==> config.mk <==
export PLATFORM = sky130hd
export DESIGN_NAME = pinbank_ctrl
export DESIGN_NICKNAME = d
export VERILOG_FILES = /design/src/rtl/pinbank_pkg.sv /design/src/rtl/pinbank_regs.sv /design/src/rtl/pinbank_pin.sv /design/src/rtl/pinbank_ctrl.sv
export SDC_FILE = /design/constraint.sdc
export NUM_CORES = 1
export LEC_CHECK = 0
export ABC_AREA = 1
export BUFFER_PORTS_ARGS = -buffer_cell sky130_fd_sc_hd__buf_4
export CORE_MARGIN = 2
export CORE_UTILIZATION = 40
export CTS_CLUSTER_DIAMETER = 80
export DETAILED_ROUTE_END_ITERATION = 10
export PLACE_DENSITY_LB_ADDON = 0.3
export REMOVE_ABC_BUFFERS = 1
export SYNTH_ARGS = -nofsm -noshare
export SYNTH_HDL_FRONTEND = slang
export SYNTH_SLANG_ARGS = --single-unit
==> constraint.sdc <==
create_clock -name clk -period 1.3 [get_ports clk]
set_input_delay 0.13 -clock clk [delete_from_list [all_inputs] [get_ports clk]]
set_output_delay 0.13 -clock clk [all_outputs]
set_load 0.01 [all_outputs]
==> src/rtl/pinbank_pkg.sv <==
package pinbank_pkg;
  localparam int unsigned DATA_W  = 32;
  localparam int unsigned ADDR_W  = 6;
  localparam int unsigned CLR_LSB = 16;

  typedef enum logic [ADDR_W-1:0] {
    OFS_MODE   = 6'h00,
    OFS_OTYPE  = 6'h04,
    OFS_PULL   = 6'h0C,
    OFS_LEVEL  = 6'h10,
    OFS_OUT    = 6'h14,
    OFS_SETCLR = 6'h18,
    OFS_CLR    = 6'h28
  } reg_ofs_e;

  localparam logic [1:0] MODE_GP_OUT = 2'b01;
  localparam logic [1:0] BIAS_UP     = 2'b01;
  localparam logic [1:0] BIAS_DOWN   = 2'b10;
endpackage

==> src/rtl/pinbank_regs.sv <==
module pinbank_regs
  import pinbank_pkg::*;
#(
  parameter int unsigned PIN_COUNT = 16,
  parameter logic [31:0] MODE_RST  = 32'h0,
  parameter logic [31:0] PULL_RST  = 32'h0
) (
  input  logic                   clk,
  input  logic                   rst_n,
  input  logic                   we,
  input  logic [ADDR_W-1:0]      addr,
  input  logic [DATA_W-1:0]      wdata,
  input  logic [PIN_COUNT-1:0]   level_i,
  output logic [DATA_W-1:0]      rdata,
  output logic [2*PIN_COUNT-1:0] mode_o,
  output logic [PIN_COUNT-1:0]   otype_o,
  output logic [2*PIN_COUNT-1:0] pull_o,
  output logic [PIN_COUNT-1:0]   out_o
);
  localparam int unsigned FLD_W = 2 * PIN_COUNT;

  logic [FLD_W-1:0]     mode_q, pull_q;
  logic [PIN_COUNT-1:0] otype_q, out_q;
  logic [PIN_COUNT-1:0] set_bits, clr_bits;

  assign set_bits = wdata[PIN_COUNT-1:0];
  assign clr_bits = wdata[CLR_LSB +: PIN_COUNT];

  always_ff @(posedge clk) begin
    if (!rst_n) begin
      mode_q  <= MODE_RST[FLD_W-1:0];
      pull_q  <= PULL_RST[FLD_W-1:0];
      otype_q <= '0;
      out_q   <= '0;
    end else if (we) begin
      case (addr)
        OFS_MODE:   mode_q  <= wdata[FLD_W-1:0];
        OFS_OTYPE:  otype_q <= wdata[PIN_COUNT-1:0];
        OFS_PULL:   pull_q  <= wdata[FLD_W-1:0];
        OFS_OUT:    out_q   <= wdata[PIN_COUNT-1:0];
        OFS_SETCLR: out_q   <= (out_q & ~clr_bits) | set_bits;
        OFS_CLR:    out_q   <= out_q & ~set_bits;
        default: ;
      endcase
    end
  end

  always_comb begin
    rdata = '0;
    case (addr)
      OFS_MODE:  rdata = DATA_W'(mode_q);
      OFS_OTYPE: rdata = DATA_W'(otype_q);
      OFS_PULL:  rdata = DATA_W'(pull_q);
      OFS_LEVEL: rdata = DATA_W'(level_i);
      OFS_OUT:   rdata = DATA_W'(out_q);
      default:   rdata = '0;
    endcase
  end

  assign mode_o  = mode_q;
  assign otype_o = otype_q;
  assign pull_o  = pull_q;
  assign out_o   = out_q;

  // every bit asked to be set is high after the write, clear bits notwithstanding
  a_r3_set_wins: assert property (@(posedge clk) disable iff (!rst_n)
    (we && addr == OFS_SETCLR) |=> ((out_q & $past(set_bits)) == $past(set_bits)));

  // every bit named in the reset-only write is low afterwards
  a_r4_clear_only: assert property (@(posedge clk) disable iff (!rst_n)
    (we && addr == OFS_CLR) |=> ((out_q & $past(set_bits)) == '0));

  // the input-data offset is not writable
  a_r2_level_ro: assert property (@(posedge clk) disable iff (!rst_n)
    (we && addr == OFS_LEVEL) |=> ($stable(mode_q) && $stable(pull_q) &&
                                   $stable(otype_q) && $stable(out_q)));
endmodule

==> src/rtl/pinbank_pin.sv <==
module pinbank_pin
  import pinbank_pkg::*;
#(
  parameter logic IDLE = 1'b0
) (
  input  logic       clk,
  input  logic       rst_n,
  input  logic [1:0] mode,
  input  logic       drain,
  input  logic [1:0] bias,
  input  logic       out_bit,
  input  logic       drv_en,
  input  logic       drv_lvl,
  output logic       level_o,
  output logic       cut_o
);
  logic is_out, live, fresh, grab;
  logic prev_en, prev_lvl, cut_q;

  assign is_out = (mode == MODE_GP_OUT);
  assign live   = drv_en & ~cut_q;
  assign fresh  = drv_en & (~prev_en | (prev_lvl ^ drv_lvl));
  assign grab   = is_out & drv_en & (~drain | drv_lvl);

  always_comb begin
    if (is_out) begin
      level_o = drain ? (out_bit & ~(live & ~drv_lvl)) : out_bit;
    end else if (live) begin
      level_o = drv_lvl;
    end else begin
      case (bias)
        BIAS_UP:   level_o = 1'b1;
        BIAS_DOWN: level_o = 1'b0;
        default:   level_o = IDLE;
      endcase
    end
  end

  // previous drive sample; compared against the present one to spot a new drive
  always_ff @(posedge clk) begin
    prev_en  <= drv_en;
    prev_lvl <= drv_lvl;
  end

  always_ff @(posedge clk) begin
    if (!rst_n)                cut_q <= 1'b0;
    else if (grab)             cut_q <= 1'b1;
    else if (!is_out && fresh) cut_q <= 1'b0;
  end

  assign cut_o = cut_q;

  // a driver fighting a push-pull output is cut one cycle later
  a_r8_pp_cut: assert property (@(posedge clk) disable iff (!rst_n)
    (is_out && !drain && drv_en) |=> cut_q);

  // a disconnect only ever follows a cycle in output mode
  a_r8_cut_source: assert property (@(posedge clk) disable iff (!rst_n)
    $rose(cut_q) |-> $past(is_out));

  // a level change on a driven input pin reconnects the driver
  a_r9_reconnect: assert property (@(posedge clk) disable iff (!rst_n)
    (cut_q && !is_out && drv_en && !$stable(drv_lvl)) |=> !cut_q);
endmodule

==> src/rtl/pinbank_ctrl.sv <==
module pinbank_ctrl
  import pinbank_pkg::*;
#(
  parameter int unsigned PIN_COUNT = 16,
  parameter logic [31:0] MODE_RST  = 32'h0,
  parameter logic [31:0] PULL_RST  = 32'h0,
  parameter logic [15:0] IDLE_LVL  = 16'h0
) (
  input  logic                 clk,
  input  logic                 rst_n,
  input  logic                 reg_we,
  input  logic [ADDR_W-1:0]    reg_addr,
  input  logic [DATA_W-1:0]    reg_wdata,
  output logic [DATA_W-1:0]    reg_rdata,
  input  logic [PIN_COUNT-1:0] ext_drive_en,
  input  logic [PIN_COUNT-1:0] ext_drive_lvl,
  output logic [PIN_COUNT-1:0] pin_level_o,
  output logic [PIN_COUNT-1:0] pin_cut_o
);
  localparam int unsigned FLD_W = 2 * PIN_COUNT;

  logic [FLD_W-1:0]     mode_w, pull_w;
  logic [PIN_COUNT-1:0] otype_w, out_w, level_w;

  pinbank_regs #(
    .PIN_COUNT(PIN_COUNT), .MODE_RST(MODE_RST), .PULL_RST(PULL_RST)
  ) u_regs (
    .clk(clk), .rst_n(rst_n), .we(reg_we), .addr(reg_addr), .wdata(reg_wdata),
    .level_i(level_w), .rdata(reg_rdata), .mode_o(mode_w), .otype_o(otype_w),
    .pull_o(pull_w), .out_o(out_w)
  );

  for (genvar p = 0; p < PIN_COUNT; p++) begin : g_pin
    pinbank_pin #(.IDLE(IDLE_LVL[p])) u_pin (
      .clk(clk), .rst_n(rst_n),
      .mode(mode_w[2*p +: 2]), .drain(otype_w[p]), .bias(pull_w[2*p +: 2]),
      .out_bit(out_w[p]), .drv_en(ext_drive_en[p]), .drv_lvl(ext_drive_lvl[p]),
      .level_o(level_w[p]), .cut_o(pin_cut_o[p])
    );
  end

  assign pin_level_o = level_w;

  // the readable input-data word and the level vector never disagree
  a_r10_level_view: assert property (@(posedge clk) disable iff (!rst_n)
    (reg_addr == OFS_LEVEL) |-> (reg_rdata[PIN_COUNT-1:0] == pin_level_o));
endmodule

==> results.yml, run 1 <==
status:
  outcome: "finished with violations"
  violations: "negative setup slack"
critical_path:
  crit_fanout: 3
  arrival_ns: 1.57
  required_ns: 1.17
  cp-start-kind: "flip-flop"
  worstSetupEndpointType: "output port"
  crit_type: "flip-flop to output port"
timing:
  rsz0062_at_grt: "true"
  hold_viol: 0
  finalSetupTns_ns: -9.63
  fin_skew_ns: 0.00824
  setup_slack_ns: -0.402
  fin_hold_ws_ns: 0.0104
  worst_pin_slew_ns: 0.442
  fmax_mhz: 587
  fin_crit_sh_pct: 131
  setup_viol_count_final: 48
  slew_viol_final: 0
  max_slew_margin_pct: 70.5
  final.min_clock_period_ns: 1.70
final_layout:
  drive_above_1_share_pct: 35.1
  area_growth_pct: 54.7
  final_area_um2: 11300
  final_core_util_pct: 63.0
  fin_cells: 1608
  antenna_cells: 0
  fillers: 1557
  nets: 1441
yosys:
  ys_ff_latch: 144
  synth_area_leaders: "dfxtp_1, nand2_1, nor2_1"
  yosys.area.top_type: "dfxtp_1"
  synth_area_um2: 7290
  avgSynthCellArea_um2: 6.61
  ys_seq_area_share_pct: 39.6
  yosys_warnings: 0
  synth.distinct_cells: 27
  synth_top_area_share_pct: 39.6
  syn-instance-count: 1102
floorplan:
  rows: 49
  dieArea_um2: 19300
  core_area_um2: 17900
  die_y_um: 139
  die_w_um: 139
  boundaryPins: 137
  start_util_pct: 40.7
cts:
  clock_sinks: 144
  clk_latency_ns: 0.43
  tritoncts: "built"
  cts_buffers: 17
  cts.clk_slew.worst_paths_ns: 0.06
  clockRootBuffer: "clkbuf_16"
  clockBufferDepth: 2
  cts_max_level: 4
grt:
  use_met1_pct: 32.9
  antenna_found_initial: 0
  grt.overflow.total: 0
  grt_pass1_wl_um: 40700
  grt_usage_pct: 26.3
  grt_util_met2_pct: 45.3
  grt_max_degree: 31
  grt_util_met3_pct: 5.56
  grt_pass1_vias: 7943
  top_usage_layer: "met2"
place:
  place_ws_ns: -0.260
  hpwl_um: 17200
  numPortBuffers: 136
  dp_cells: 1485
  gp_congestion: 0.884
  placed_cell_area_um2: 8980
route:
  drtPass1Iterations: 7
  drcViolationCount: 0
  wl_um: 25900
  post_drt_wl_per_cell_um: 16.1
  vias_per_cell: 5.20
  drt_iter0_drc: 594
  vias: 8363
  drtAntennaViolNets: 0
power:
  ir_drop_mv: 0.948
  power_density_nw_per_um2: 1020
  p_leak_nw: 4.90
  fin_total_pwr_mw: 11.4
job:
  drv_cap: 0
hold_path:
  holdCritPathClass: "primary input to flip-flop"
## cell families after synthesis
kind of cell / share of synthesized area (%)
compound gates: 18.8
buf+inv: 12.8
flops: 39.6
simple gates: 28.9
## worst max-delay path: stages (launching register included)
cell	delay, ns
dfxtp_2	0.33
inv_2	0.07
nand2_2	0.06
o211ai_1	0.26
o31ai_4	0.14
nand2_1	0.11
nand2_2	0.06
buf_6	0.12
## sequential cells by signal, summed over array words and instances, names as in the netlist
register,cells
u_regs.out_o,16
g_pin.u_pin.cut_o,16
u_regs.otype_o,16
u_regs.mode_o,32
g_pin.u_pin.prev_lvl,16
u_regs.pull_o,32
g_pin.u_pin.prev_en,16
## Yosys cell counts
cell / count
nand2_1: 204
nor2_1: 162
dfxtp_1: 144
inv_1: 119
o21ai_0: 114
nand3_1: 89
a21oi_1: 62
o21ai_1: 58
buf_4: 40
buf_2: 17
clkbuf_1: 16
or2_2: 16
nand4_1: 13
o211ai_1: 10
o31ai_1: 10
inv_2: 8
o22ai_1: 5
nor2_2: 4
buf_1: 2
nand2_2: 2
nand3_2: 1
nor2_4: 1
nor3_2: 1
nor3_4: 1
nor4_4: 1
o21ai_2: 1
o21bai_1: 1
## cell type report
cell class / count / area (µm²) / area share (%)
inverters: 127 / 487 / 4.32
well taps: 229 / 287 / 2.54
repair buffers: 322 / 2930 / 26.0
clock inverters: 10 / 209 / 1.85
clock buffers: 20 / 457 / 4.05
multi-input cells: 756 / 3980 / 35.3
flip-flops and latches: 144 / 2930 / 26.0
## layout by cell type (no fill, tap or decap), types with 2 or more instances in the layout
| master | instances |
|---|---|
| buf_4 | 194 |
| nand2_1 | 166 |
| nor2_1 | 155 |
| dfxtp_1 | 108 |
| inv_1 | 94 |
| nand3_1 | 83 |
| o21ai_0 | 72 |
| o21ai_1 | 66 |
| dlygate4sd3_1 | 64 |
| a21oi_1 | 62 |
| buf_6 | 50 |
| dfxtp_2 | 36 |
| inv_2 | 31 |
| nand2_2 | 31 |
| o21ai_2 | 30 |
| clkbuf_16 | 17 |
| or2_2 | 16 |
| nand4_1 | 13 |
| buf_12 | 12 |
| o211ai_1 | 10 |
| nand2_4 | 9 |
| nor2_2 | 9 |
| o31ai_2 | 6 |
| nand3_2 | 6 |
| bufinv_16 | 6 |
| o21ai_4 | 5 |
| o31ai_4 | 4 |
| o22ai_2 | 4 |
| nor2_4 | 3 |
| clkinv_4 | 2 |
| nor3_4 | 2 |
| clkbuf_8 | 2 |
| clkinvlp_4 | 2 |
| buf_8 | 2 |
## report_power, final
group | switching, mW | internal (mW)
logic | 0.665 | 0.649
clock network | 1.92 | 3.68
registers | 0.0387 | 4.50
total | 2.63 | 8.82
## final timing paths
kind | startpoint | endpoint | slack [ns] | cells after the start
max | g_pin[7].u_pin.cut_o$_SDFFE_PN0P_ | reg_rdata[7] | -0.40 | 7
min reg2reg | g_pin[14].u_pin.cut_o$_SDFFE_PN0P_ | g_pin[14].u_pin.cut_o$_SDFFE_PN0P_ | 0.45 | 2
min | ext_drive_en[2] | g_pin[2].u_pin.cut_o$_SDFFE_PN0P_ | 0.01 | 3
max reg2reg | u_regs.out_o[15]$_SDFFE_PN0P_ | u_regs.out_o[15]$_SDFFE_PN0P_ | 0.20 | 6
## metal layers
metal | share of wire (%) | wire length (µm)
met1 | 41 | 10600
met2 | 50 | 12900
met3 | 7.3 | 1890
met4 | 2.2 | 579
met5 | 0 | 0
## what timing repair did
action                                 CTS  global route
setup endpoints to repair               48            48
pin swaps                               44            51
buffers inserted                        19            18
resized for setup                      185           105
endpoints found under the hold margin   92             0
hold buffers                            64             0
Power figures use the tool's default switching activity.
==> run 2, diff against run 1 <==
- CORE_UTILIZATION: 40 -> 55
==> run 2 against run 1 <==
  * Sequential share of layout area grew 0.68 points
  * The run still ends with negative setup slack left
  * Sequential power is essentially flat
  * Clock-buffer cell count grew 6
  * Non-clock buffer count grew 1
  * Global-route usage grew 10 points
  * Largest cell class unchanged
  * Clock skew is essentially flat
  * Design area shrank 2.5%
  * Via count grew 8.9%
  * Worst hold slack gained 0.0031 ns
  * Die area shrank 27%
  * Total power shrank 8.9%
==> results.yml, run 2 (synthesis gave the netlist of run 1 again) <==
status:
  outcome: "finished with violations"
  violations: "negative setup slack"
route:
  wl_um: 28300
  vias_per_cell: 5.85
  drtPass1Iterations: 6
  drt_iter0_drc: 1069
  drcViolationCount: 0
  dr.max_layer_used: "met4"
  drtAntennaViolNets: 0
  wl_met1_um: 9960
  dr_wl_met2_um: 13700
  vias: 9109
  post_drt_wl_per_cell_um: 18.2
  route.met3.wl_um: 2780
critical_path:
  worstSetupEndpointType: "output port"
  cp-start-kind: "flip-flop"
  cp_cell_sequence: "inv_2 > nand2_2 > nor2_1 > o31ai_2 > nand2_1 > nand2_1 > buf_4"
  critPathMostFrequentCell: "nand2_1"
  critical_path.top_delay_family: "simple AND/OR/NAND/NOR gates"
  crit_path_start: "g_pin[4].u_pin.cut_o$_SDFFE_PN0P_"
  arrival_ns: 1.62
  timing.rr.start: "g_pin[5].u_pin.prev_lvl$_DFF_P_"
  cp.depth: 7
  crit_type: "flip-flop to output port"
  cp_slowest_cell: "dfxtp_2"
  path_buf_inv: 2
  slowest_delay_ns: 0.35
  crit_fanout: 3
  r2r.worst_path.cells: 5
  required_ns: 1.17
timing:
  final.min_clock_period_ns: 1.75
  fmax_mhz: 570
  fin_skew_ns: 0.00797
  worst_pin_slew_ns: 0.425
  finalSetupTns_ns: -8.96
  max_slew_margin_pct: 71.6
  hold_viol: 0
  fin_hold_ws_ns: 0.0135
  slew_viol_final: 0
  setup_viol_count_final: 44
  setup_slack_ns: -0.453
  fin_crit_sh_pct: 135
  rsz0062_at_grt: "true"
place:
  gp_congestion: 0.933
  numPortBuffers: 136
  dp_cells: 1434
  hpwl_um: 16300
  placed_cell_area_um2: 8880
  place_ws_ns: -0.317
grt:
  grt_pass1_wl_um: 40600
  grt_pass1_vias: 8491
  grt.overflow.total: 0
  antenna_found_initial: 0
  grt_usage_pct: 36.3
  grt_max_degree: 43
cts:
  clockRootBuffer: "clkbuf_16"
  tritoncts: "built"
  clockBufferDepth: 2
  cts.clk_slew.worst_paths_ns: 0.06
  cts_buffers: 17
  clock_sinks: 144
  cts_max_level: 4
  clk_latency_ns: 0.43
final_layout:
  final_cell_mix: "buf_4, nand2_1, nor2_1"
  final_core_util_pct: 84.0
  final_area_um2: 11000
  drive_above_1_share_pct: 35.1
  fin_cells: 1558
  antenna_cells: 0
  nets: 1442
  fillers: 742
  final_common_cell: "buf_4"
  area_growth_pct: 50.8
power:
  fin_total_pwr_mw: 10.4
  p_leak_nw: 4.82
  power_density_nw_per_um2: 948
  ir_drop_mv: 0.799
floorplan:
  core_area_um2: 13100
  die_w_um: 119
  start_util_pct: 55.7
  dieArea_um2: 14200
  boundaryPins: 137
  die_y_um: 119
  rows: 42
hold_path:
  worstHoldPathCells: 3
  holdCritPathClass: "primary input to flip-flop"
  hold_start: "ext_drive_en[14]"
job:
  drv_cap: 0
[run 2: layout make-up]
cell class	count	area (µm²)	area share (%)
clock buffer	26	509	4.63
multi-input combinational	756	3940	35.9
tap	176	220	2.00
inverter	127	489	4.45
timing repair buffer	323	2870	26.1
clock inverter	6	30.0	0.273
sequential	144	2930	26.7
[run 2: path summary, 6_finish.rpt]
kind / end / slack [ns]
max reg2reg: g_pin[5].u_pin.cut_o$_SDFFE_PN0P_ / 0.20
max: reg_rdata[4] / -0.45
min reg2reg: g_pin[6].u_pin.cut_o$_SDFFE_PN0P_ / 0.46
min: g_pin[14].u_pin.cut_o$_SDFFE_PN0P_ / 0.01
[run 2: routing by layer]
metal	global-route usage, %	vias to the layer above
met2	62.9	657
met5	0	-
met1	40.8	4177
met3	7.90	180
met4	21.9	0
li1	-	4095
[run 2: timing repair]
| item | in CTS | in global routing |
|---|---|---|
| endpoints found under the setup margin | 48 | 47 |
| gates resized for setup | 190 | 94 |
| pin swaps | 62 | 47 |
| hold endpoints to repair | 81 | 0 |
| hold buffers | 63 | 0 |
| setup buffers | 18 | 13 |
[run 2: report_power, final]
part	total [mW]	internal, mW	switching [mW]
clock network	4.52	2.67	1.85
logic	1.37	0.653	0.712
registers	4.54	4.50	0.0421
total	10.4	7.82	2.60
[run 2: worst reg2reg max path: stages (launching register included)]
cell and delay, ns:
dfxtp_1 0.31, or2_2 0.29, nand3_1 0.07, nand2_1 0.06, a21oi_1 0.19, nor2_1 0.06
